**src/rtl/mac_pkg.sv**
```systemverilog
// Package: shared command encoding for the saturating multiply-accumulate unit.
// Assumes: the 2-bit code on the command port maps one-to-one onto mac_op_e.
package mac_pkg;
    typedef enum logic [1:0] {
        OP_IDLE  = 2'b00,
        OP_LONG  = 2'b01,
        OP_WORD  = 2'b10,
        OP_CLEAR = 2'b11
    } mac_op_e;
endpackage

```
**src/rtl/mac_mult_stage.sv**
```systemverilog
// Module: mac_mult_stage
// Takes one command, picks full or short signed operands and registers the
// signed product together with the command code and saturation bit.
// Assumes: take is only raised when the pipeline is empty; SHORT_W < HALF_W.
module mac_mult_stage
    import mac_pkg::*;
#(
    parameter int HALF_W  = 32,
    parameter int SHORT_W = 16,
    localparam int ACC_W  = 2 * HALF_W,
    localparam int PAD_W  = HALF_W - SHORT_W
) (
    input  logic              clk,
    input  logic              rst_n,
    input  logic              take,
    input  mac_op_e           op_in,
    input  logic              sat_in,
    input  logic [HALF_W-1:0] opnd_a,
    input  logic [HALF_W-1:0] opnd_b,
    output logic              s1_vld,
    output mac_op_e           s1_op,
    output logic              s1_sat,
    output logic [ACC_W-1:0]  s1_prod
);
    logic [HALF_W-1:0] raw  [2];
    logic [HALF_W-1:0] ext  [2];
    logic [ACC_W-1:0]  wide [2];
    logic [ACC_W-1:0]  prod_c;
    logic              short_mode;

    assign raw[0]     = opnd_a;
    assign raw[1]     = opnd_b;
    assign short_mode = (op_in == OP_WORD);

    // Per-operand width selection and sign extension to the product width.
    for (genvar i = 0; i < 2; i++) begin : g_opnd
        assign ext[i]  = short_mode
                       ? {{PAD_W{raw[i][SHORT_W-1]}}, raw[i][SHORT_W-1:0]}
                       : raw[i];
        assign wide[i] = {{HALF_W{ext[i][HALF_W-1]}}, ext[i]};
    end

    // Low ACC_W bits of the product of two sign-extended values are exact.
    assign prod_c = wide[0] * wide[1];

    // Stage register: capture the command and its product when taken.
    always_ff @(posedge clk) begin
        if (!rst_n) begin
            s1_vld  <= 1'b0;
            s1_op   <= OP_IDLE;
            s1_sat  <= 1'b0;
            s1_prod <= '0;
        end else begin
            s1_vld <= take;
            if (take) begin
                s1_op   <= op_in;
                s1_sat  <= sat_in;
                s1_prod <= prod_c;
            end
        end
    end
endmodule

```
**src/rtl/mac_sat_logic.sv**
```systemverilog
// Module: mac_sat_logic
// Combinational next-sum: adds the product at full precision, then applies the
// saturation rule of the command (masked upper half for long, clamp for short).
// Assumes: op is never OP_IDLE when the result is used.
module mac_sat_logic
    import mac_pkg::*;
#(
    parameter int HALF_W = 32,
    localparam int ACC_W = 2 * HALF_W,
    localparam int FULL_W = ACC_W + 1
) (
    input  logic [ACC_W-1:0] acc_cur,
    input  logic [ACC_W-1:0] prod,
    input  mac_op_e          op,
    input  logic             sat,
    output logic [ACC_W-1:0] acc_nxt
);
    localparam logic [HALF_W-1:0] NEG_MASK = ~((HALF_W'(1) << (HALF_W / 2)) - HALF_W'(1));
    localparam logic [HALF_W-1:0] POS_MASK = (HALF_W'(1) << (HALF_W / 2 - 1)) - HALF_W'(1);
    localparam logic signed [FULL_W-1:0] W_MAX = (FULL_W'(1) << (HALF_W - 1)) - FULL_W'(1);
    localparam logic signed [FULL_W-1:0] W_MIN = -(FULL_W'(1) << (HALF_W - 1));
    localparam logic [HALF_W-1:0] CLAMP_HI = HALF_W'(1);
    localparam logic [HALF_W-1:0] CLAMP_LO_NEG = {1'b1, {(HALF_W-1){1'b0}}};
    localparam logic [HALF_W-1:0] CLAMP_LO_POS = {1'b0, {(HALF_W-1){1'b1}}};

    logic signed [FULL_W-1:0] full;
    logic [HALF_W-1:0]        wrap_hi;
    logic [HALF_W-1:0]        wrap_lo;
    logic                     below;
    logic                     above;

    // Exact sum, one bit wider than the accumulator.
    assign full    = $signed({acc_cur[ACC_W-1], acc_cur}) + $signed({prod[ACC_W-1], prod});
    assign wrap_hi = full[ACC_W-1:HALF_W];
    assign wrap_lo = full[HALF_W-1:0];
    assign below   = (full < W_MIN);
    assign above   = (full > W_MAX);

    // Rule selection per command code and saturation bit.
    always_comb begin
        acc_nxt = {wrap_hi, wrap_lo};
        unique case (op)
            OP_CLEAR: acc_nxt = '0;
            OP_LONG: begin
                if (sat) begin
                    if (full[FULL_W-1]) acc_nxt = {wrap_hi | NEG_MASK, wrap_lo};
                    else                acc_nxt = {wrap_hi & POS_MASK, wrap_lo};
                end
            end
            OP_WORD: begin
                if (sat && below)      acc_nxt = {CLAMP_HI, CLAMP_LO_NEG};
                else if (sat && above) acc_nxt = {CLAMP_HI, CLAMP_LO_POS};
            end
            default: acc_nxt = acc_cur;
        endcase
    end
endmodule

```
**src/rtl/mac_acc_reg.sv**
```systemverilog
// Module: mac_acc_reg
// Holds the accumulator, commits the next sum when the stage ahead is valid,
// and produces the commit flag and the completion pulse one edge later.
// Assumes: load is a single-cycle strobe per command.
module mac_acc_reg #(
    parameter int HALF_W = 32,
    localparam int ACC_W = 2 * HALF_W
) (
    input  logic             clk,
    input  logic             rst_n,
    input  logic             load,
    input  logic [ACC_W-1:0] acc_nxt,
    output logic [ACC_W-1:0] acc_q,
    output logic             commit_q,
    output logic             done_q
);
    // Accumulator storage, zeroed by reset.
    always_ff @(posedge clk) begin
        if (!rst_n)    acc_q <= '0;
        else if (load) acc_q <= acc_nxt;
    end

    // Commit flag then completion pulse, each one edge apart.
    always_ff @(posedge clk) begin
        if (!rst_n) begin
            commit_q <= 1'b0;
            done_q   <= 1'b0;
        end else begin
            commit_q <= load;
            done_q   <= commit_q;
        end
    end
endmodule

```
**src/rtl/mac_sat_unit.sv**
```systemverilog
// Module: mac_sat_unit (top)
// Saturating multiply-accumulate: one command in flight, product stage, then
// accumulate-and-saturate, then a completion pulse.
// Assumes: the caller waits for busy low; commands offered while busy are dropped.
module mac_sat_unit
    import mac_pkg::*;
#(
    parameter int HALF_W  = 32,
    parameter int SHORT_W = 16
) (
    input  logic              clk,
    input  logic              rst_n,
    input  logic              cmd_valid,
    input  logic [1:0]        cmd_op,
    input  logic              sat_en,
    input  logic [HALF_W-1:0] opnd_a,
    input  logic [HALF_W-1:0] opnd_b,
    output logic              busy,
    output logic              done,
    output logic [HALF_W-1:0] acc_hi,
    output logic [HALF_W-1:0] acc_lo
);
    localparam int ACC_W = 2 * HALF_W;

    mac_op_e          op_in;
    logic             take;
    logic             s1_vld;
    mac_op_e          s1_op;
    logic             s1_sat;
    logic [ACC_W-1:0] s1_prod;
    logic [ACC_W-1:0] acc_q;
    logic [ACC_W-1:0] acc_nxt;
    logic             commit_q;

    // Acceptance: valid code, nothing in flight.
    assign op_in = mac_op_e'(cmd_op);
    assign take  = cmd_valid && !busy && (op_in != OP_IDLE);
    assign busy  = s1_vld | commit_q;

    mac_mult_stage #(.HALF_W(HALF_W), .SHORT_W(SHORT_W)) u_mult (
        .clk     (clk),
        .rst_n   (rst_n),
        .take    (take),
        .op_in   (op_in),
        .sat_in  (sat_en),
        .opnd_a  (opnd_a),
        .opnd_b  (opnd_b),
        .s1_vld  (s1_vld),
        .s1_op   (s1_op),
        .s1_sat  (s1_sat),
        .s1_prod (s1_prod)
    );

    mac_sat_logic #(.HALF_W(HALF_W)) u_sat (
        .acc_cur (acc_q),
        .prod    (s1_prod),
        .op      (s1_op),
        .sat     (s1_sat),
        .acc_nxt (acc_nxt)
    );

    mac_acc_reg #(.HALF_W(HALF_W)) u_acc (
        .clk      (clk),
        .rst_n    (rst_n),
        .load     (s1_vld),
        .acc_nxt  (acc_nxt),
        .acc_q    (acc_q),
        .commit_q (commit_q),
        .done_q   (done)
    );

    assign acc_hi = acc_q[ACC_W-1:HALF_W];
    assign acc_lo = acc_q[HALF_W-1:0];
endmodule

```
**config.mk**
```make
export PLATFORM = sky130hd
export DESIGN_NAME = mac_sat_unit
export DESIGN_NICKNAME = d
export VERILOG_FILES = /design/src/rtl/mac_pkg.sv /design/src/rtl/mac_mult_stage.sv /design/src/rtl/mac_sat_logic.sv /design/src/rtl/mac_acc_reg.sv /design/src/rtl/mac_sat_unit.sv
export SDC_FILE = /design/constraint.sdc
export NUM_CORES = 2
export LEC_CHECK = 0
export ABC_AREA = 0
export BUFFER_PORTS_ARGS = -buffer_cell sky130_fd_sc_hd__clkbuf_2
export CAP_MARGIN = 30
export CORE_ASPECT_RATIO = 0.5
export CORE_MARGIN = 3
export CORE_UTILIZATION = 55
export CTS_CLUSTER_SIZE = 14
export DETAILED_ROUTE_END_ITERATION = 8
export GPL_ROUTABILITY_DRIVEN = 0
export GPL_TIMING_DRIVEN = 0
export PLACE_DENSITY = 0.7
export SETUP_SLACK_MARGIN = 0.2
export SLEW_MARGIN = 10
export SYNTH_ARGS = -nofsm -noshare
export SYNTH_HDL_FRONTEND = slang
export SYNTH_HIERARCHICAL = 1
export SYNTH_SLANG_ARGS = --single-unit
export TNS_END_PERCENT = 100
```
**constraint.sdc**
```tcl
create_clock -name clk -period 27.9 [get_ports clk]
set_input_delay 1.395 -clock clk [delete_from_list [all_inputs] [get_ports clk]]
set_output_delay 1.395 -clock clk [all_outputs]
set_load 0.1 [all_outputs]
```
==> impl_metrics.yaml <==
layout:
  drive_gt1_frac: 0.0549
  nets: 7112
  insertedDiodeCount: 0
  area_growth_syn_to_layout_pct: 5.89
  finalInstanceArea_um2: 50800
drt:
  vias_per_cell: 5.95
  firstDrtPassIters: 7
  via_count: 40900
  totalWireLength_um: 165000
  avgRoutedWirePerCell_um: 23.9
  drcViolationCount: 0
  ant_nets: 0
  first_iter_violations: 4878
clocking:
  tritoncts: "done"
  post_cts_resized: 0
  clk_path_buf_depth: 2
  clkSlewWorstSetupHoldPaths_ps: 60
  cts_inserted_buffers: 17
  holdBufCountCts: 0
  post_cts_buffers: 0
  h-tree-depth: 4
  cts-root-buf: "clkbuf_16"
  clock_sinks: 134
  clk_latency_ps: 440
sta:
  hold_violations: 0
  rsz0062_at_grt: "false"
  tightestPinTransition_ps: 1170
  period_needed_ps: 12200
  max_slew_margin: 0.219
  max_freq_ghz: 0.0820
  period_share: 0.437
  finClkSkew_ps: 14.4
  drv_slew: 0
  setup_viol: 0
  tns_ps: 0
synthesis:
  syn-num-nets: 6948
  synthTopCellsByArea: "fa_1, inv_1, ha_1"
  synth_edf_count: 0
  syn_area_per_cell_um2: 8.64
  synth_cell_types: 103
  synth_area_um2: 47900
  seq_area_frac_synth: 0.0560
  synth.largest_area_cell: "fa_1"
  synth_top_area_frac: 0.452
  netlist_instances: 5547
  synth.ff_latch_count: 134
  async_flop_share: 0
  synthFlopType: "dfxtp_1"
  ys_warn_count: 6
worst_setup_path:
  critPathKind: "input port to flip-flop"
  end_kind: "flip-flop"
  cp_slowest_cell: "fa_1"
  slowest_delay_ps: 940
  critPathLaunchType: "input port"
  critPathMaxFanout: 10
  critical_path_required_ps: 28230
  crit_top_cell: "fa_1"
  critical-path-top-delay-family: "adder cells"
  arrival_ps: 12530
  path_buf_inv: 10
status:
  status: "finished, final reports clean"
global_route:
  use_met3: 0.177
  grt_util_met1: 0.498
  busiest_layer: "met2"
  grt_pass1_vias: 41484
  grt_pass1_wl_um: 252000
  grt_overflow: 0
  antenna_found_initial: 5
  grtUsageMet2: 0.507
  grt_max_degree: 17
  grtUsageTotal: 0.366
placement:
  place_hpwl_um: 143000
  io_buffers: 133
  place_area_um2: 50100
flow_run:
  maxCapViolCount: 0
die:
  die_w_um: 424
  initial_core_util: 0.563
  core_area_um2: 85100
  die_h_um: 215
  io_pins: 136
  die_area_um2: 91000
  core.rowCount: 75
min_path:
  hold_path.class: "flip-flop to flip-flop"
-- logic make-up after synthesis --
logic type | share of synthesized area
AO/OA/AOI/OAI | 0.0948
flip-flops | 0.0560
AND/OR/NAND/NOR | 0.174
multiplexers | 0.0240
adder cells (fa/ha/maj) | 0.517
buffers and inverters | 0.115
XOR/XNOR | 0.0194
-- per-stage QoR --
stage               setup slack (ps)  std cells   util  hold WS (ps)
global placement               15640       6835  0.588           464
floorplan                      17850       5547      -           429
detailed placement             15430       6841  0.589           467
CTS                            15820       6873  0.596           482
global route                   15260       6879  0.596           493
finish                         15700       6879  0.596           480
-- worst register-to-register path, delay by kind of cell, from the launching register on --
kind,cells,cell delay [ps]
buffers and inverters,1,290
and+or+nand+nor,5,1820
AOI/OAI and AO/OA,8,2180
adders and majority gates,2,720
DFF,1,360
muxes,1,90
-- final timing paths --
path	startpoint	end	slack, ps	cells past startpoint
hold reg to reg	u_mult/s1_prod[47]	u_mult/s1_prod[47]	480	2
setup reg to reg	u_acc/acc_q[0]	u_acc/acc_q[24]	22370	17
setup / recovery	cmd_op[1]	u_mult/s1_prod[61]	15700	33
hold / removal	u_mult/s1_prod[47]	u_mult/s1_prod[47]	480	2
-- area by class of cell --
class	instances	area, um2
tap	1155	1450
multi-input combinational	4003	39800
timing repair buffer	145	808
sequential	134	2680
clock inverter	14	129
buffer	290	1290
inverter	1120	4200
clock buffer	18	439
fill	7558	34400
-- Yosys cell counts (all sizes together), types with 10 or more instances --
| library cell | n |
|---|---|
| nor3 | 35 |
| buf | 69 |
| o21a | 14 |
| o211ai | 42 |
| fa | 1083 |
| clkbuf | 221 |
| a21o | 48 |
| and3 | 23 |
| a31oi | 16 |
| a211oi | 27 |
| nand2 | 802 |
| xor2 | 30 |
| o22ai | 24 |
| or2 | 11 |
| a22oi | 12 |
| and4 | 12 |
| a221oi | 17 |
| a21oi | 223 |
| xnor2 | 76 |
| nand4 | 62 |
| nor2b | 74 |
| nor2 | 312 |
| nand3 | 49 |
| mux2i | 114 |
| ha | 248 |
| and2 | 344 |
| inv | 1117 |
| or3 | 10 |
| nor4 | 13 |
| dfxtp | 134 |
| o21bai | 16 |
| o21ai | 137 |
-- sequential cells by signal, indices dropped and copies added (netlist names) --
| register | cells |
|---|---|
| u_mult/s1_op | 2 |
| u_acc/commit_q | 1 |
| u_mult/s1_prod | 64 |
| u_acc/done_q | 1 |
| u_acc/acc_q | 64 |
| u_mult/s1_sat | 1 |
| u_mult/s1_vld | 1 |
-- per-layer routing --
metal / vias to the layer above / routed length [um]
li1: 17356 / -
met1: 20260 / 63200
met2: 2805 / 65600
met3: 471 / 28200
met4: 8 / 7310
met5: - / 214
-- cells in the final DEF, fill, tap and decap left out, drive strengths merged, types with 7 or more instances in the layout --
cell / instances
and3: 23
a31oi: 16
and2: 344
nor2b: 74
nor4: 13
o21ai: 137
nand2: 802
o211ai: 42
mux2i: 114
or3: 10
clkbuf: 372
a21boi: 9
nand2b: 9
a211o: 7
a31o: 8
xor2: 30
and4: 12
a221oi: 17
nor3: 35
a21oi: 223
o21a: 14
ha: 248
o31ai: 7
o21bai: 16
a211oi: 27
or2: 11
a221o: 7
nand4: 62
inv: 1127
o221ai: 7
o22ai: 24
fa: 1083
buf: 81
nor2: 312
dfxtp: 134
a21o: 48
a22oi: 12
xnor2: 76
nand3: 49
Power is not shown: default switching activity piles up to over one toggle a cycle in this logic, so the estimate is an artifact.
